<file path="config.mk">
export PLATFORM = sky130hd
export DESIGN_NAME = rx_ring_writer
export DESIGN_NICKNAME = d
export VERILOG_FILES = /design/src/rtl/rxr_pkg.sv /design/src/rtl/rxr_ring_ptr.sv /design/src/rtl/rxr_stat_fmt.sv /design/src/rtl/rx_ring_writer.sv
export SDC_FILE = /design/constraint.sdc
export NUM_CORES = 1
export LEC_CHECK = 0
export BUFFER_PORTS_ARGS = -buffer_cell sky130_fd_sc_hd__buf_2
export CAP_MARGIN = 20
export CORE_MARGIN = 3
export CORE_UTILIZATION = 58
export DETAILED_ROUTE_END_ITERATION = 12
export PLACE_DENSITY = 0.87
export SLEW_MARGIN = 25
export SYNTH_ARGS = -nofsm -noshare
export SYNTH_HDL_FRONTEND = slang
export SYNTH_HIERARCHICAL = 1
export SYNTH_SLANG_ARGS = --single-unit
</file>
<file path="constraint.sdc">
create_clock -name clk -period 4.9 [get_ports clk]
set_input_delay 0.49 -clock clk [delete_from_list [all_inputs] [get_ports clk]]
set_output_delay 0.49 -clock clk [all_outputs]
set_load 0.005 [all_outputs]
</file>
<file path="src/rtl/rxr_pkg.sv">
package rxr_pkg;

    typedef enum logic [2:0] {
        ST_IDLE,
        ST_FETCH,
        ST_CHECK,
        ST_DATA,
        ST_WB_STAT,
        ST_WB_OWN,
        ST_DROP
    } rxr_state_e;

    localparam int unsigned OWN_BIT   = 0;
    localparam int unsigned WRAP_BIT  = 1;
    localparam int unsigned SOF_BIT   = 14;
    localparam int unsigned EOF_BIT   = 15;
    localparam int unsigned TYPE_BIT  = 22;
    localparam int unsigned HIT1_BIT  = 26;
    localparam int unsigned BCAST_BIT = 31;
    localparam int unsigned HIT_N     = 4;

    typedef struct packed {
        logic             bcast;
        logic [HIT_N-1:0] hit;
        logic             type_hit;
    } rxr_class_t;

endpackage

</file>
<file path="src/rtl/rxr_ring_ptr.sv">
module rxr_ring_ptr #(
    parameter int unsigned AW     = 16,
    parameter int unsigned STRIDE = 8
) (
    input  logic          clk,
    input  logic          rst_n,
    input  logic          reload,
    input  logic [AW-1:0] base_in,
    input  logic          step,
    input  logic          wrap,
    output logic [AW-1:0] ptr
);

    typedef struct packed {
        logic [AW-1:0] base;
        logic [AW-1:0] cur;
    } ptr_regs_t;

    ptr_regs_t q, d;

    always_comb begin
        d = q;
        if (reload) begin
            d.base = base_in;
            d.cur  = base_in;
        end else if (step) begin
            d.cur = wrap ? q.base : q.cur + AW'(STRIDE);
        end
    end

    always_ff @(posedge clk) begin
        if (!rst_n) begin
            q <= '0;
        end else begin
            q <= d;
        end
    end

    assign ptr = q.cur;

endmodule

</file>
<file path="src/rtl/rxr_stat_fmt.sv">
module rxr_stat_fmt
    import rxr_pkg::*;
#(
    parameter int unsigned LEN_W = 12
) (
    input  logic             first,
    input  logic             last,
    input  logic [LEN_W-1:0] len,
    input  rxr_class_t       cls,
    output logic [31:0]      word
);

    always_comb begin
        word          = '0;
        word[SOF_BIT] = first;
        word[EOF_BIT] = last;
        if (last) begin
            word[LEN_W-1:0] = len;
            word[BCAST_BIT] = cls.bcast;
            word[TYPE_BIT]  = cls.type_hit;
            for (int k = 0; k < int'(HIT_N); k++) begin
                word[HIT1_BIT-k] = cls.hit[k];
            end
        end
    end

endmodule

</file>
<file path="src/rtl/rx_ring_writer.sv">
module rx_ring_writer
    import rxr_pkg::*;
#(
    parameter int unsigned AW        = 16,
    parameter int unsigned BUF_BYTES = 128,
    parameter int unsigned LEN_W     = 12
) (
    input  logic          clk,
    input  logic          rst_n,
    input  logic          rx_en,
    input  logic [AW-1:0] ring_base,
    input  logic          in_valid,
    input  logic [7:0]    in_data,
    input  logic          in_last,
    input  logic          in_bcast,
    input  logic [3:0]    in_addr_hit,
    input  logic          in_type_hit,
    output logic          in_ready,
    output logic          desc_rd_en,
    output logic [AW-1:0] desc_rd_addr,
    input  logic [31:0]   desc_rd_data,
    output logic          desc_wr_en,
    output logic [AW-1:0] desc_wr_addr,
    output logic [31:0]   desc_wr_data,
    output logic          buf_wr_en,
    output logic [31:0]   buf_wr_addr,
    output logic [7:0]    buf_wr_data,
    output logic          no_buf_sticky
);

    localparam int unsigned OFF_W       = $clog2(BUF_BYTES);
    localparam int unsigned DESC_STRIDE = 8;
    localparam int unsigned STAT_OFS    = 4;

    typedef struct packed {
        rxr_state_e       st;
        logic [OFF_W-1:0] off;
        logic [LEN_W-1:0] len;
        logic [31:0]      w0;
        logic             first;
        logic             last;
        rxr_class_t       cls;
        logic             bna;
        logic             en;
    } regs_t;

    localparam regs_t RESET_Q = '{
        st:    ST_IDLE,
        off:   '0,
        len:   '0,
        w0:    '0,
        first: 1'b0,
        last:  1'b0,
        cls:   '0,
        bna:   1'b0,
        en:    1'b0
    };

    regs_t         q, d;
    logic          reload;
    logic          step;
    logic [AW-1:0] ptr;
    logic [31:0]   stat_word;

    assign reload = rx_en && !q.en;

    rxr_ring_ptr #(
        .AW     (AW),
        .STRIDE (DESC_STRIDE)
    ) i_ptr (
        .clk     (clk),
        .rst_n   (rst_n),
        .reload  (reload),
        .base_in (ring_base),
        .step    (step),
        .wrap    (q.w0[WRAP_BIT]),
        .ptr     (ptr)
    );

    rxr_stat_fmt #(
        .LEN_W (LEN_W)
    ) i_fmt (
        .first (q.first),
        .last  (q.last),
        .len   (q.len),
        .cls   (q.cls),
        .word  (stat_word)
    );

    always_comb begin
        d            = q;
        d.en         = rx_en;
        step         = 1'b0;
        in_ready     = 1'b0;
        desc_rd_en   = 1'b0;
        desc_rd_addr = ptr;
        desc_wr_en   = 1'b0;
        desc_wr_addr = ptr;
        desc_wr_data = '0;
        buf_wr_en    = 1'b0;
        buf_wr_addr  = {q.w0[31:2], 2'b00} + 32'(q.off);
        buf_wr_data  = in_data;

        if (reload) begin
            d.bna = 1'b0;
        end

        case (q.st)
            ST_IDLE: begin
                if (rx_en && in_valid) begin
                    d.st    = ST_FETCH;
                    d.first = 1'b1;
                    d.len   = '0;
                end
            end
            ST_FETCH: begin
                desc_rd_en = 1'b1;
                d.st       = ST_CHECK;
            end
            ST_CHECK: begin
                if (desc_rd_data[OWN_BIT]) begin
                    d.bna = 1'b1;
                    d.st  = ST_DROP;
                end else begin
                    d.w0   = desc_rd_data;
                    d.off  = '0;
                    d.last = 1'b0;
                    d.st   = ST_DATA;
                end
            end
            ST_DATA: begin
                in_ready = 1'b1;
                if (in_valid) begin
                    buf_wr_en = 1'b1;
                    d.len     = q.len + 1'b1;
                    d.off     = q.off + 1'b1;
                    if (in_last) begin
                        d.last         = 1'b1;
                        d.cls.bcast    = in_bcast;
                        d.cls.hit      = in_addr_hit;
                        d.cls.type_hit = in_type_hit;
                        d.st           = ST_WB_STAT;
                    end else if (q.off == OFF_W'(BUF_BYTES - 1)) begin
                        d.st = ST_WB_STAT;
                    end
                end
            end
            ST_WB_STAT: begin
                desc_wr_en   = 1'b1;
                desc_wr_addr = ptr + AW'(STAT_OFS);
                desc_wr_data = stat_word;
                d.st         = ST_WB_OWN;
            end
            ST_WB_OWN: begin
                desc_wr_en   = 1'b1;
                desc_wr_data = q.w0 | 32'd1;
                step         = 1'b1;
                d.first      = 1'b0;
                d.st         = q.last ? ST_IDLE : ST_FETCH;
            end
            ST_DROP: begin
                in_ready = 1'b1;
                if (in_valid && in_last) begin
                    d.st = ST_IDLE;
                end
            end
            default: d.st = ST_IDLE;
        endcase
    end

    always_ff @(posedge clk) begin
        if (!rst_n) begin
            q <= RESET_Q;
        end else begin
            q <= d;
        end
    end

    assign no_buf_sticky = q.bna;

endmodule

</file>
==> reports/metrics.yaml, run 1 <==
run_status:
  status: "finished clean"
clock_tree:
  root_buffer: "clkbuf_8"
  cts_resized: 0
  numCtsBuffers: 9
  cts_hold_buf: 0
  cts_tree: "built"
  cts_max_path_buffers: 2
  numClockSinks: 95
  clock_latency_ns: 0.37
  htree_levels: 3
  cts_setup_buffers: 0
  clkTransAtPathRegs_ns: 0.10
grt:
  grt_max_degree: 61
  track_usage: 0.261
  grtUsageMet1: 0.351
  grtUsageMet2: 0.420
  first_global_vias: 5491
  overflow: 0
  grtUsageMet3: 0.0508
  busiest_layer: "met2"
  grt_pass1_wl_mm: 26.9
  antenna_found_initial: 0
critical_path:
  worstSetupPathType: "reg2out"
  end_kind: "primary output"
  path_cells: "ha_1, a21oi_1, nand4b_1, a2111oi_0, xor2_1, buf_2"
  reg2reg_slack_ns: 2.41
  startpoint: "q[57]"
  r2r-start: "q[61]"
  cpPeakStageDelay_ns: 0.78
  crit_path_start_kind: "register"
  r2r_end: "q[53]"
  worst-path-max-fanout: 13
  cp_slowest_cell: "a2111oi_0"
  r2r_cells: 5
  crit_arrival_ns: 2.77
  required_ns: 4.41
sta:
  period_needed_ns: 3.26
  relSlewSlack: 0.336
  fin_ws_ns: 1.64
  tightest_slew_ns: 0.995
  finClkSkew_ns: 0.0130
  setup_viol_count_final: 0
  fmax_ghz: 0.307
  tns_ns: 0
  timing.final.crit_share: 0.665
  slew_violations: 0
  hold_viol: 0
  rsz0062_at_grt: "false"
hold_path:
  worstHoldStart: "desc_rd_data[3]"
  hp-class: "in2reg"
  holdPathEnd: "q[13]"
  min_path_cells: 3
cells_and_area:
  syn2layout_area_growth_pct: 10.4
  antenna_cells: 0
  final_area_sq_um: 7020
  final_nets: 973
  drive_gt1_frac: 0.239
synth:
  yosysWarnings: 6
  syn_area_per_cell_sq_um: 7.91
  ys_top_cells_by_area: "dfxtp_1 30%, mux2i_1 7.6%, nand2_1 6.5%, buf_4 5.1%, a21boi_0 4.5%"
  synth_cells: 804
  synth_area_sq_um: 6360
  yosys.area.top_type: "dfxtp_1"
  synth-main-ff-cell: "dfxtp_1"
  ys_types: 67
  synth-edff-count: 0
  yosysTopAreaCellShare: 0.299
  yosys_register_bits: 95
  async_flop_share: 0
  synth_seq_area_share: 0.299
route:
  ant_nets: 0
  drt_first_pass_iters: 5
  wl_mm: 16.4
  drc: 0
  routed_via_density: 5.76
  wl_per_cell_um: 15.9
  drtIter0Drc: 529
  num_vias: 5977
floorplanning:
  start_util: 0.605
  io-pin-count: 176
  die_area_sq_um: 12300
  die_w_um: 111
  num_rows: 37
  fp.dieH_um: 111
  core_area_sq_um: 10500
pwr:
  power.density_nw_per_um2: 269
  irDropWorstVdd_uv: 143
  cellLeakagePower_nw: 3.00
placed_design:
  routabilityCongestion: 0.887
  placement.io_buffers: 159
  dp_hpwl_mm: 11.5
  dpl-instance-area_sq_um: 6840
  place_ws_ns: 2.16
flow_run:
  cap_violations: 0
[how the worst max path moves through the flow]
stage                      end  slack [ns]
6_report       buf_wr_addr[31]        1.64
3_5_place_dp   buf_wr_addr[31]        2.16
4_1_cts        buf_wr_addr[31]        1.70
3_3_place_gp   buf_wr_addr[31]        2.24
5_1_grt        buf_wr_addr[27]        1.43
2_1_floorplan  buf_wr_addr[26]        2.53
[sequential cells by signal (all words and copies together) (netlist names)]
| signal | cells |
|---|---|
| i_ptr/q | 16 |
| q | 62 |
| i_ptr/ptr | 16 |
| no_buf_sticky | 1 |
[synth_stat cells, types with 15 or more instances]
master	n
nor2b_1	16
buf_4	43
nor2_1	73
a21boi_0	38
nand3_1	16
dfxtp_1	95
nand4_1	20
xnor2_1	21
a21oi_1	38
inv_1	15
clkbuf_1	35
nand2_1	111
xor2_1	28
mux2i_1	48
o21ai_0	26
[layout make-up]
type                       instances  area [sq um]
clock inverter                     6          43.8
multi-input combinational        609          3870
clock buffer                      10           138
tap                              136           170
timing repair buffer             165           841
sequential                        95          1900
fill                             870          3490
inverter                          16          60.1
[metrics by stage]
step | utilization | cells | total power [mW] | hold slack (ns)
floorplan | - | 815 | 1.28 | 0.431
global placement | 0.651 | 1021 | 1.39 | 0.439
detailed placement | 0.651 | 1021 | 1.40 | 0.451
CTS | 0.668 | 1037 | 1.89 | 0.343
global route | 0.668 | 1037 | 1.98 | 0.351
finish | 0.668 | 1037 | 1.89 | 0.353
[critical path, delay by kind of cell (launching register included)]
family	cells	cell delay (ns)
xor gates and xnor gates	1	0.19
and+or+nand+nor	1	0.55
DFF	1	0.37
adders and majority gates	1	0.29
AOI/OAI and AO/OA	2	0.85
buffers and inverters	1	0.13
[cell families (layout without fill, tap and decap cells)]
kind of cell	after synthesis	count (layout)	share of synthesized area
and+or+nand+nor	318	318	0.248
buffers and inverters	111	197	0.101
adders and majority gates	10	10	0.0208
muxes	51	51	0.0814
AOI/OAI and AO/OA	169	169	0.182
DFF	95	95	0.299
other	1	12	0.000589
xor gates and xnor gates	49	49	0.0675
[where the power goes]
part           internal, mW  switching, mW  leakage (nW)
combinational         0.208          0.264          2.14
clock                 0.201          0.295        0.0930
sequential            0.822         0.0969         0.773
[per-layer routing]
| metal | wire, um | vias to the layer above |
|---|---|---|
| met5 | 0 | - |
| met4 | 297 | 0 |
| met3 | 1180 | 25 |
| met2 | 7640 | 223 |
| met1 | 7330 | 2796 |
| li1 | - | 2933 |
[cell usage in the layout, fill, tap and decap left out, types with 6 or more instances in the layout]
cell type / count
nor2b_1: 15
nand3_1: 16
a211oi_1: 6
a31oi_1: 6
buf_4: 6
o211ai_1: 10
a21oi_1: 38
nand2_1: 110
and3_1: 14
mux2i_1: 48
xnor2_1: 21
clkbuf_8: 10
xor2_1: 28
and2_1: 10
nand4_1: 20
conb_1: 12
and2_2: 14
nand2b_1: 9
or3_1: 6
o21ai_0: 26
ha_1: 9
dfxtp_1: 93
inv_1: 15
o2111ai_1: 7
and4_1: 6
nor2_1: 72
a21boi_0: 38
buf_2: 159
Note: power is estimated with default switching activity, not from simulation.
==> run 2, diff against run 1 <==
--- a/config.mk
+++ b/config.mk
@@ -8,9 +8,9 @@
 export BUFFER_PORTS_ARGS = -buffer_cell sky130_fd_sc_hd__buf_2
 export CAP_MARGIN = 20
 export CORE_MARGIN = 3
-export CORE_UTILIZATION = 58
+export CORE_UTILIZATION = 48
 export DETAILED_ROUTE_END_ITERATION = 12
-export PLACE_DENSITY = 0.87
+export PLACE_DENSITY = 0.77
 export SLEW_MARGIN = 25
 export SYNTH_ARGS = -nofsm -noshare
 export SYNTH_HDL_FRONTEND = slang
==> constraint.sdc (replaced) <==
create_clock -name clk -period 2.89 [get_ports clk]
set_input_delay 0.289 -clock clk [delete_from_list [all_inputs] [get_ports clk]]
set_output_delay 0.289 -clock clk [all_outputs]
set_load 0.005 [all_outputs]
==> reports/metrics.yaml, run 2 (synthesis results as in run 1) <==
floorplanning:
  io-pin-count: 176  # unchanged
  start_util: 0.498  # -0.107
  core_area_sq_um: 12800  # +22%
  die_w_um: 121  # +9.4%
  die_area_sq_um: 14700  # +20%
  num_rows: 41  # +11%
  fp.dieH_um: 121  # +9.4%
sta:
  finClkSkew_ns: 0.00624  # -0.00676 ns
  slew_violations: 0  # unchanged
  timing.final.crit_share: 0.930
  tightest_slew_ns: 1.03  # +0.0368 ns
  setup_viol_count_final: 0  # unchanged
  relSlewSlack: 0.311  # -0.0255
  tns_ns: 0  # unchanged
  fmax_ghz: 0.372
  period_needed_ns: 2.69
  hold_viol: 0  # unchanged
  rsz0062_at_grt: "false"
clock_tree:
  numCtsBuffers: 9  # unchanged
  cts_setup_buffers: 0  # unchanged
  root_buffer: "clkbuf_16"
  cts_resized: 0  # unchanged
  cts_max_path_buffers: 2  # unchanged
  numClockSinks: 95  # unchanged
  cts_hold_buf: 0  # unchanged
  cts_tree: "built"
  clock_latency_ns: 0.34  # -0.03 ns
  clkTransAtPathRegs_ns: 0.07  # -0.03 ns
  htree_levels: 3  # unchanged
critical_path:
  r2r-start: "q[61]"
  cpLargestDelayFamily: "compound AO/OA/AOI/OAI gates"
  r2r_cells: 5  # unchanged
  cp_slowest_cell: "a2111oi_0"
  end_kind: "primary output"
  crit_arrival_ns: 2.40  # -0.37 ns
  worstSetupPathType: "reg2out"
  cpPeakStageDelay_ns: 0.56  # -0.22 ns
  critical_path_buf_inv_count: 1  # unchanged
  required_ns: 2.60  # -1.81 ns
  crit_path_start_kind: "register"
  path_cells: "ha_1, a21oi_1, a2111oi_0, xor2_1, buf_2"
  r2r_end: "q[52]"
  reg2reg_slack_ns: 0.72  # -1.69 ns
  worst-path-max-fanout: 13  # unchanged
  crit_cells: 5  # -1
cells_and_area:
  utilization: 0.571  # -0.0969
  final_nets: 987  # +1.4%
  regArea_sq_um: 1900  # about the same
  largest_register_ffs: 62  # unchanged
  syn2layout_area_growth_pct: 14.7
  drive_gt1_frac: 0.249  # +0.0106
  final_common_cell: "buf_2"
  multiInputGateArea_sq_um: 3860  # about the same
  fillers: 1185  # +36%
  layout_common_cells: "159 x buf_2, 111 x nand2_1, 94 x dfxtp_1"
  antenna_cells: 0  # unchanged
  regMostFlops: "q"
  final_area_sq_um: 7300  # +3.9%
pwr:
  clockPowerShare: 0.339  # +0.076
  seqPwrFrac: 0.423  # -0.064
  switchingPower_mw: 1.13  # +72%
  p_sw_frac: 0.312  # -0.0360
  power.density_nw_per_um2: 495  # +84%
  comb_power_share: 0.238  # -0.012
  irDropWorstVdd_uv: 237  # +66%
  cellLeakagePower_nw: 3.13  # +4.2%
  intPower_mw: 2.49  # +100%
placed_design:
  placement.io_buffers: 159  # unchanged
  dp_hpwl_mm: 12.1  # +5.1%
  routabilityCongestion: 0.871  # -1.8%
  dpl-instance-area_sq_um: 6990  # +2.2%
route:
  drtIter0Drc: 457  # -14%
  num_vias: 6042  # +1.1%
  drc: 0  # unchanged
  drt_first_pass_iters: 5  # unchanged
  routed_via_density: 5.56  # -3.6%
  ant_nets: 0  # unchanged
  wl_per_cell_um: 15.6  # -1.4%
  wl_mm: 17.0  # +3.3%
run_status:
  status: "finished clean"
hold_path:
  min_path_cells: 3  # unchanged
  holdPathEnd: "q[34]"
  hp-class: "in2reg"
  worstHoldStart: "desc_rd_data[24]"
grt:
  grt_max_degree: 45  # -26%
  overflow: 0  # unchanged
  first_global_vias: 5509  # +0.33%
  grt_pass1_wl_mm: 27.1  # +0.95%
  antenna_found_initial: 0  # unchanged
  track_usage: 0.227  # -0.0341
flow_run:
  cap_violations: 0  # unchanged
==> run 2: cell count changes in the layout (fill, tap and decap cells not counted), sizes merged <==
| cell | change |
|---|---|
| buf | +14 |
| bufinv | +1 |
| clkbuf | +1 |
| inv | -2 |
==> run 2: worst max path at each step <==
stage          startpoint              end
6_report            q[60]  buf_wr_addr[27]
5_1_grt             q[60]  buf_wr_addr[31]
4_1_cts             q[56]  buf_wr_addr[10]
3_5_place_dp        q[56]  buf_wr_addr[10]
3_3_place_gp        q[56]  buf_wr_addr[28]
2_1_floorplan       q[56]  buf_wr_addr[26]
==> run 2: area by class of cell <==
class	instances	share of cell area
multi-input cells	609	0.530
flip-flops and latches	95	0.261
repair buffers	179	0.130
clock buffers	11	0.0346
well taps	172	0.0295
inverters	16	0.00823
clock inverters	5	0.00771
==> run 2: power groups by stage <==
stage                     logic, mW  clock network, mW  registers [mW]
after CTS                     0.859               1.24            1.53
after global routing          0.947               1.30            1.54
after detailed placement      0.854                  0            1.56
final                         0.859               1.23            1.53
after floorplan               0.697                  0            1.48
after global placement        0.847                  0            1.55
==> run 2: worst min-delay path, cell delays in order <==
cell and delay [ns]:
buf_2 0.09, nand2_1 0.04, a21boi_0 0.06
==> run 2: through the flow <==
step	cells	hold WS, ns	worst slack, ns	total power [mW]
6_report	1087	0.190	0.202	3.61
5_1_grt	1087	0.187	0.00544	3.79
2_1_floorplan	815	0.411	0.723	2.17
3_5_place_dp	1071	0.449	0.476	2.41
4_1_cts	1087	0.179	0.0815	3.63
3_3_place_gp	1071	0.440	0.497	2.40
==> run 2: metal layers <==
layer | up-vias | GRT usage | part of all wire
li1 | 2971 | - | -
met1 | 2820 | 0.301 | 0.44
met2 | 223 | 0.357 | 0.46
met3 | 28 | 0.0569 | 0.076
met4 | 0 | 0.0840 | 0.022
met5 | - | 0 | 0
